$ cat src/rtl/pid_tlb.sv
module pid_tlb #(
  parameter int VA_W    = 32,
  parameter int OFF_W   = 12,
  parameter int PPN_W   = 20,
  parameter int PID_W   = 4,
  parameter int ENTRIES = 8,
  parameter int MA_W    = 32,
  parameter int MEM_W   = 32
) (
  input  logic                   clk,
  input  logic                   rst_n,
  input  logic                   flush,
  input  logic                   req_valid,
  input  logic [VA_W-1:0]        req_vaddr,
  input  logic [PID_W-1:0]       req_pid,
  input  logic [MA_W-1:0]        pt_base,
  output logic                   done,
  output logic                   hit,
  output logic                   fault,
  output logic [PPN_W+OFF_W-1:0] paddr,
  output logic                   mem_req,
  output logic [MA_W-1:0]        mem_addr,
  input  logic                   mem_ack,
  input  logic [MEM_W-1:0]       mem_rdata
);
  localparam int VPN_W = VA_W - OFF_W;
  localparam int PA_W  = PPN_W + OFF_W;
  localparam int IDX_W = (ENTRIES > 1) ? $clog2(ENTRIES) : 1;
  localparam int PTE_V = MEM_W - 1;

  typedef enum logic [1:0] {S_IDLE, S_WALK, S_DONE} state_t;
  state_t state;

  logic [ENTRIES-1:0] ent_v;
  logic [VPN_W-1:0]   ent_vpn [ENTRIES];
  logic [PID_W-1:0]   ent_pid [ENTRIES];
  logic [PPN_W-1:0]   ent_ppn [ENTRIES];
  logic [IDX_W-1:0]   age     [ENTRIES];

  logic [VPN_W-1:0] vpn_q;
  logic [OFF_W-1:0] off_q;
  logic [PID_W-1:0] pid_q;
  logic             hit_q, fault_q;
  logic [PA_W-1:0]  paddr_q;

  wire [VPN_W-1:0] req_vpn = req_vaddr[VA_W-1:OFF_W];

  logic [ENTRIES-1:0] match;
  for (genvar g = 0; g < ENTRIES; g++) begin : g_cmp
    assign match[g] = ent_v[g] && ent_vpn[g] == req_vpn && ent_pid[g] == req_pid;
  end

  logic [IDX_W-1:0] hit_idx, vic;
  logic [PPN_W-1:0] hit_ppn;
  logic             found;
  always_comb begin
    hit_idx = '0;
    hit_ppn = '0;
    for (int i = 0; i < ENTRIES; i++)
      if (match[i]) begin
        hit_idx = IDX_W'(i);
        hit_ppn = ent_ppn[i];
      end
  end

  always_comb begin
    vic   = '0;
    found = 1'b0;
    for (int i = 0; i < ENTRIES; i++)
      if (!ent_v[i] && !found) begin
        vic   = IDX_W'(i);
        found = 1'b1;
      end
    if (!found)
      for (int i = 0; i < ENTRIES; i++)
        if (age[i] == IDX_W'(ENTRIES - 1)) vic = IDX_W'(i);
  end

  wire accept    = state == S_IDLE && req_valid;
  wire any_hit   = |match && !flush;
  wire pte_ok    = mem_rdata[PTE_V];
  wire walk_end  = state == S_WALK && mem_ack;
  wire fill      = walk_end && pte_ok && !flush;
  wire touch     = (accept && any_hit) || fill;
  wire [IDX_W-1:0] touch_idx = fill ? vic : hit_idx;

  assign done     = state == S_DONE;
  assign hit      = done && hit_q;
  assign fault    = done && fault_q;
  assign paddr    = paddr_q;
  assign mem_req  = state == S_WALK;
  assign mem_addr = pt_base + (MA_W'(vpn_q) << 2);

  always_ff @(posedge clk) begin
    if (!rst_n) begin
      state   <= S_IDLE;
      ent_v   <= '0;
      vpn_q   <= '0;
      off_q   <= '0;
      pid_q   <= '0;
      hit_q   <= 1'b0;
      fault_q <= 1'b0;
      paddr_q <= '0;
      for (int i = 0; i < ENTRIES; i++) age[i] <= IDX_W'(i);
    end else begin
      case (state)
        S_IDLE: if (accept) begin
          vpn_q <= req_vpn;
          off_q <= req_vaddr[OFF_W-1:0];
          pid_q <= req_pid;
          if (any_hit) begin
            state   <= S_DONE;
            hit_q   <= 1'b1;
            fault_q <= 1'b0;
            paddr_q <= {hit_ppn, req_vaddr[OFF_W-1:0]};
          end else begin
            state <= S_WALK;
          end
        end
        S_WALK: if (mem_ack) begin
          state   <= S_DONE;
          hit_q   <= 1'b0;
          fault_q <= !pte_ok;
          paddr_q <= pte_ok ? {mem_rdata[PPN_W-1:0], off_q} : '0;
        end
        default: state <= S_IDLE;
      endcase

      if (flush) ent_v <= '0;
      else if (fill) begin
        ent_v[vic]   <= 1'b1;
        ent_vpn[vic] <= vpn_q;
        ent_pid[vic] <= pid_q;
        ent_ppn[vic] <= mem_rdata[PPN_W-1:0];
      end

      if (touch)
        for (int i = 0; i < ENTRIES; i++)
          if (IDX_W'(i) == touch_idx) age[i] <= '0;
          else if (age[i] < age[touch_idx]) age[i] <= age[i] + 1'b1;
    end
  end

  p_unique_match_r5: assert property (@(posedge clk) disable iff (!rst_n)
    $onehot0(match));
  p_hit_no_mem_r2: assert property (@(posedge clk) disable iff (!rst_n)
    (accept && any_hit) |=> (hit && !mem_req));
  p_miss_walks_r4: assert property (@(posedge clk) disable iff (!rst_n)
    (accept && !any_hit) |=> mem_req);
  p_walk_hold_r4: assert property (@(posedge clk) disable iff (!rst_n)
    (mem_req && !mem_ack) |=> (mem_req && $stable(mem_addr)));
  p_fault_no_install_r6: assert property (@(posedge clk) disable iff (!rst_n)
    (walk_end && !pte_ok && !flush) |=> (fault && $stable(ent_v)));
  p_excl_result_r6: assert property (@(posedge clk) disable iff (!rst_n)
    done |-> !(hit && fault));
  p_done_pulse_r9: assert property (@(posedge clk) disable iff (!rst_n)
    done |=> !done);
  p_flush_empty_r8: assert property (@(posedge clk) disable iff (!rst_n)
    flush |=> (ent_v == '0));
endmodule

$ cat config.mk
export PLATFORM = sky130hd
export DESIGN_NAME = pid_tlb
export DESIGN_NICKNAME = d
export VERILOG_FILES = /design/src/rtl/pid_tlb.sv
export SDC_FILE = /design/constraint.sdc
export NUM_CORES = 1
export LEC_CHECK = 0
export ABC_AREA = 1
export CORE_ASPECT_RATIO = 0.5
export CORE_MARGIN = 5
export CORE_UTILIZATION = 43
export CTS_CLUSTER_SIZE = 25
export DETAILED_ROUTE_END_ITERATION = 7
export DONT_BUFFER_PORTS = 1
export SETUP_SLACK_MARGIN = 0.5
export SLEW_MARGIN = 15
export SYNTH_ARGS = -nofsm -noshare
export SYNTH_HDL_FRONTEND = slang
export SYNTH_SLANG_ARGS = --single-unit
$ cat constraint.sdc
create_clock -name clk -period 12.1 [get_ports clk]
set_input_delay 1.21 -clock clk [delete_from_list [all_inputs] [get_ports clk]]
set_output_delay 1.21 -clock clk [all_outputs]
set_load 0.1 [all_outputs]
# Yosys cells after proc, flatten, opt, wreduce, memory -nomap -nowiden
# Memories as Yosys holds them, arrays and structs flattened.
# Cells that the tools add are included.
op_classes:
  addsub: 9
  order_cmp: 10
  eq_ne: 36
  mux: 152
  bitwise_logic: 18
  reduce_logical: 56
op_table:
  columns: ["op", "n"]
  rows:
  - ["== test 20 bit", 8]
  - ["two-way mux 20 bit", 8]
  - ["two-way mux 32 bit", 4]
  - ["two-way mux 3 bit", 37]
  - ["two-way mux 1 bit", 94]
  - ["one-hot mux 32 bit (2 select lines)", 1]
  - ["adder 32 x 22 -> 32 bit", 1]
  - ["== test 4 bit", 8]
  - ["logical AND 1 bit", 32]
  - ["adder 3 x 1 -> 3 bit, second input constant", 8]
  - ["== test 3 bit, second input constant", 8]
  - ["< comparator 3 bit", 8]
  - ["OR 1 bit", 16]
  - ["zero test 1 bit", 15]
  - ["== test 3 bit, first input constant", 4]
  - ["two-way mux 2 bit", 4]
  - ["OR 8 bit", 1]
  - ["OR reduction 8 bit", 1]
  - ["== test 2 x 3 -> 1 bit, first input constant", 2]
  - ["< comparator 3 x 4 -> 1 bit, second input constant", 1]
  - ["inequality test 2 bit, second input constant", 2]
  - ["one-hot mux 1 bit (2 select lines)", 2]
  - ["one-hot mux 2 bit (2 select lines)", 1]
  - ["AND reduction 2 bit", 2]
  - ["other kinds (13)", 13]
word_totals:
  reg_bits: 80
  mem_bits_rw: 376
  inputBits: 105
  output_inout_bits: 68
  elab_cells: 293
  mem_count: 4
mem_list:
  columns: ["name", "depth", "width", "rd", "rd_clocked_by_memory_dff", "wr", "line_no", "rtl"]
  rows:
  - ["ent_ppn", 8, 20, 8, 0, 1, "37", "logic [PPN_W-1:0] ent_ppn [ENTRIES];"]
  - ["ent_vpn", 8, 20, 8, 0, 1, "35", "logic [VPN_W-1:0] ent_vpn [ENTRIES];"]
  - ["ent_pid", 8, 4, 8, 0, 1, "36", "logic [PID_W-1:0] ent_pid [ENTRIES];"]
  - ["age", 8, 3, 9, 0, 8, "38", "logic [IDX_W-1:0] age [ENTRIES];"]

# Logic depth before layout (Yosys ltp)
# An unclocked memory read counts as a cell.
depth:
  depth_word: 39
  mapped_depth: 30
  depth_no_buf: 29

# Least setup slack after synthesis
# Ideal clock, no wire load.
synth_timing:
  path_kind: "input to register"
  from: "input mem_rdata[31]"
  to: "memory ent_pid[0][0] (enable)"
  setup_time_ns: 0.555
  arrival_ns: 6.148
  t_required_ns: 11.545
  setup_slack_ns: 5.397
  cell_stages: 6
  path_buffers: 0
  cell_sequence: "inv_1 nor2_2 inv_2 nor3_4 nand2_1 nor4_1"
synth_between:
  elab_chain_cells: 6
synth_lines:
  columns: ["item", "line_no", "rtl"]
  rows:
  - ["start: declaration", "24", "input logic [MEM_W-1:0] mem_rdata"]
  - ["logical AND 1 bit (2 in a row)", "83", "wire fill = walk_end && pte_ok && !flush;"]
  - ["two-way mux 1 bit", "130", "else if (fill) begin"]
  - ["two-way mux 1 bit", "129", "if (flush) ent_v <= '0;"]
  - ["two-way mux 1 bit", "95", "if (!rst_n) begin"]
  - ["two-way mux 1 bit (implied by the code)", "133", "ent_pid[vic] <= pid_q;"]
  - ["end: declaration", "36", null]
# Every way passes these cells.

# Worst setup path after layout
layout_timing:
  from: "register vpn_q[1]"
  to: "output mem_addr[30]"
layout_between:
  elab_chain_cells: 1
layout_lines:
  columns: ["item", "line_no", "rtl"]
  rows:
  - ["start: declaration", "40", "logic [VPN_W-1:0] vpn_q;"]
  - ["start signal: assignment", "108", "vpn_q <= req_vpn;"]
  - ["adder 32 x 22 -> 32 bit", "92", "assign mem_addr = pt_base + (MA_W'(vpn_q) << 2);"]
  - ["end: declaration", "22", "output logic [MA_W-1:0] mem_addr,"]
# Every way passes these cells.

==> run metrics <==
Resized Gates After CTS=0; crit share post-route=0.5665; Clock transition at path regs=60 ps; commonest cells after routing, fill and taps aside=nand2_1, edfxtp_1, nor2_1, inv_1, o21ai_0; CP most frequent cell=nand2_1; die height=172.1 microns; Synth Warn #=0; hold depth=2; commonest non-fill, non-tap cell in the layout=nand2_1; Die ar.=57490 sq um; slew margin rel.=0.2146; Hold Path End=fault_q$_SDFFE_PN0P_; largest family of logic cells by synthesized area=simple AND/OR/NAND/NOR gates; RSZ-0062 raised after global routing=false; FF+latch count, synth=456; Crit-path slowest cell=xor2_2; routed wire length=73060 microns; Pre-antenna DRT Iters=5; largest net degree at the start of global routing=75; largest stage delay on the critical path=930 ps; Setup TNS=0 ps; Avg Cell Area, Syn=9.474 sq um; post-synthesis compound-gate area fraction=0.1026; Tightest Pin Transition=1177 ps; hold_buf cts=0; H-tree depth=2; Req. time, crit path=10890 ps; hold slack=465.9 ps; clk sink count=456; Post-synth ARST share=0; Mapped Area=22590 sq um; Global Route Usage Sum=0.2497; postcts setup bufs=0; later-pin clock latency in the skew report=580 ps; Slew Limit Fails=0; R2R cell count=20; post-synthesis mux area share=0; DP Wirelength=49120 microns; fillers=4863; antenna violations before repair=1; vias after detailed routing=17590; Synth Area in Adders=0.02526; worst setup path class=register to output pin; Post-Syn Nets=2534; fmax=0.1459 GHz; Fin. Hold Viols=0; port bufs=0; critical path peak fanout=10; post-layout total power=3705 uW; Worst Hold Class=register to register; Die W=334.1 microns; Core Util, Final=0.4831; Ant. Diodes=0; crit-path leading delay family=compound AO/OA/AOI/OAI gates; Root Driver=clkbuf_16; I/O pins=173; Post-synth EDFFs=376; most common flop cell mapped by yosys=edfxtp_1; GP Congestion=1.022; CP Buf/Inv Count=1; worst reg2reg path startpoint=state[0]$_SDFFE_PN0P_; Hold Startpoint=fault_q$_SDFFE_PN0P_; core area=51970 sq um; Final nets=2536; run status=complete, no violations; Post-Synth XOR/XNOR Area=0.02986; vias per cell=5.634; global-route wire length before repair=107600 microns; FF-to-FF End=age[5][2]$_DFFE_PP_; CP arrival=5650 ps; Cell Rows=59; max-cap viol count=0; Initial Util=0.4346; crit-path cells=inv_1, fa_1, o21ai_1, a31oi_1, o21ai_2, a21boi_1, o21ai_0, a21boi_1, o21ai_1, nand2_1, nand2_1, nand2_1, nand2_1, nand2_1, nor3_1, xor2_2; synth unique cells=53; PwrDens=147.6 nW/um^2; Cells after Synth=2384; R2R setup slack=7240 ps; Post-route DRC=0; vias in the first global route=16520; Final setup viols=0; crit end category=output pin; DR iter-0 viols=1918; Worst setup SP type=register; Area Growth Syn to Fin=11.15%; layout cells sized above 1=0.1020; sequential area share after synthesis=0.5708; fin crit period=6855 ps; cts bufs inserted=43; CTS tree=yes; CTS Buffer Depth=3; VDD IR max=0.1101 mV; post-synthesis simple-gate area fraction=0.2125; Post-Route Skew=21.23 ps; gr ovfl total=0; dpl cells=3042; Post-DRT Antenna Nets=0; WL per Instance=23.40 microns; Cell Count, Final, Fillers Out=3122; P_leak=0.009738 uW
[synth_stat cells, drive strengths merged, types with 2 or more instances]
cell type  count  area share
a211oi        35       0.012
a21boi         2     0.00066
a21oi        141       0.031
a22oi         12      0.0040
a31oi          2     0.00055
and3           4      0.0011
buf           37       0.012
clkbuf        57      0.0095
dfxtp         80       0.071
edfxtp       376        0.50
ha            44       0.024
inv          226       0.038
nand2        491       0.086
nand3        134       0.030
nand3b         8      0.0027
nand4         63       0.018
nor2         274       0.047
nor3          38      0.0096
nor3b          9      0.0030
nor4          16      0.0047
o2111ai        3      0.0012
o211ai        21      0.0070
o21ai        156       0.035
o22ai         36       0.010
o41ai          2     0.00078
or2           33      0.0091
xnor2         44       0.017
xor2          33       0.013
[layer usage]
metal  up-vias  wire, microns  GRT usage
li1       8253              -          -
met1      8455          30890     0.3418
met2       745          33790     0.4124
met3       135           6056    0.04402
met4         0           2320    0.07595
met5         -              0          0
[logic make-up (layout without fill, tap and decap cells)]
logic type | Yosys count | count (layout)
compound gates | 412 | 412
xor+xnor | 77 | 77
fa+ha+maj | 45 | 45
buf+inv | 321 | 358
flops | 456 | 456
simple gates | 1073 | 1073
[tightest hold or removal path: cells and delay by family, from the launching register on]
kind	cells	cell delay (ps)
flops	1	310
simple gates	1	60
compound gates	1	50
[state kept, by name (all words and copies together) (netlist names)]
| signal | count |
|---|---|
| fault_q | 1 |
| hit_q | 1 |
| ent_vpn | 160 |
| paddr | 32 |
| state | 2 |
| ent_v | 8 |
| vpn_q | 20 |
| pid_q | 4 |
| ent_pid | 32 |
| off_q | 12 |
| ent_ppn | 160 |
| age | 24 |
[power by group]
group / total, uW / internal [uW] / switching [uW]
clock network: 1390 / 779 / 610
logic: 471 / 112 / 359
registers: 1850 / 1730 / 112
[how the worst max path moves through the flow]
stage                                startpoint                      end  cells past startpoint
final                     vpn_q[1]$_SDFFE_PN0P_             mem_addr[30]                     16
after detailed placement             pt_base[2]             mem_addr[30]                     17
after global routing      vpn_q[1]$_SDFFE_PN0P_             mem_addr[30]                     16
after global placement               pt_base[2]             mem_addr[30]                     17
after floorplan                   mem_rdata[31]  ent_pid[0][0]$_DFFE_PP_                      6
after CTS                 vpn_q[1]$_SDFFE_PN0P_             mem_addr[30]                     16
[area by class of cell]
| class | instances | area, sq um | share of cell area |
|---|---|---|---|
| Clock buffer | 69 | 1285 | 0.05119 |
| Sequential cell | 456 | 12890 | 0.5136 |
| Clock inverter | 11 | 140.1 | 0.005582 |
| Multi-Input combinational cell | 1607 | 8652 | 0.3446 |
| Inverter | 227 | 857.1 | 0.03414 |
| Timing Repair Buffer | 51 | 400.4 | 0.01595 |
| Tap cell | 701 | 877.1 | 0.03494 |
[through the flow]
stage          cell area [sq um]  worst slack [ps]
2_1_floorplan              22590              5397
3_3_place_gp               23670              5441
3_5_place_dp               23670              5424
4_1_cts                    25100              5241
5_1_grt                    25100              4764
6_report                   25100              5245
(Power assumes the default switching activity.)
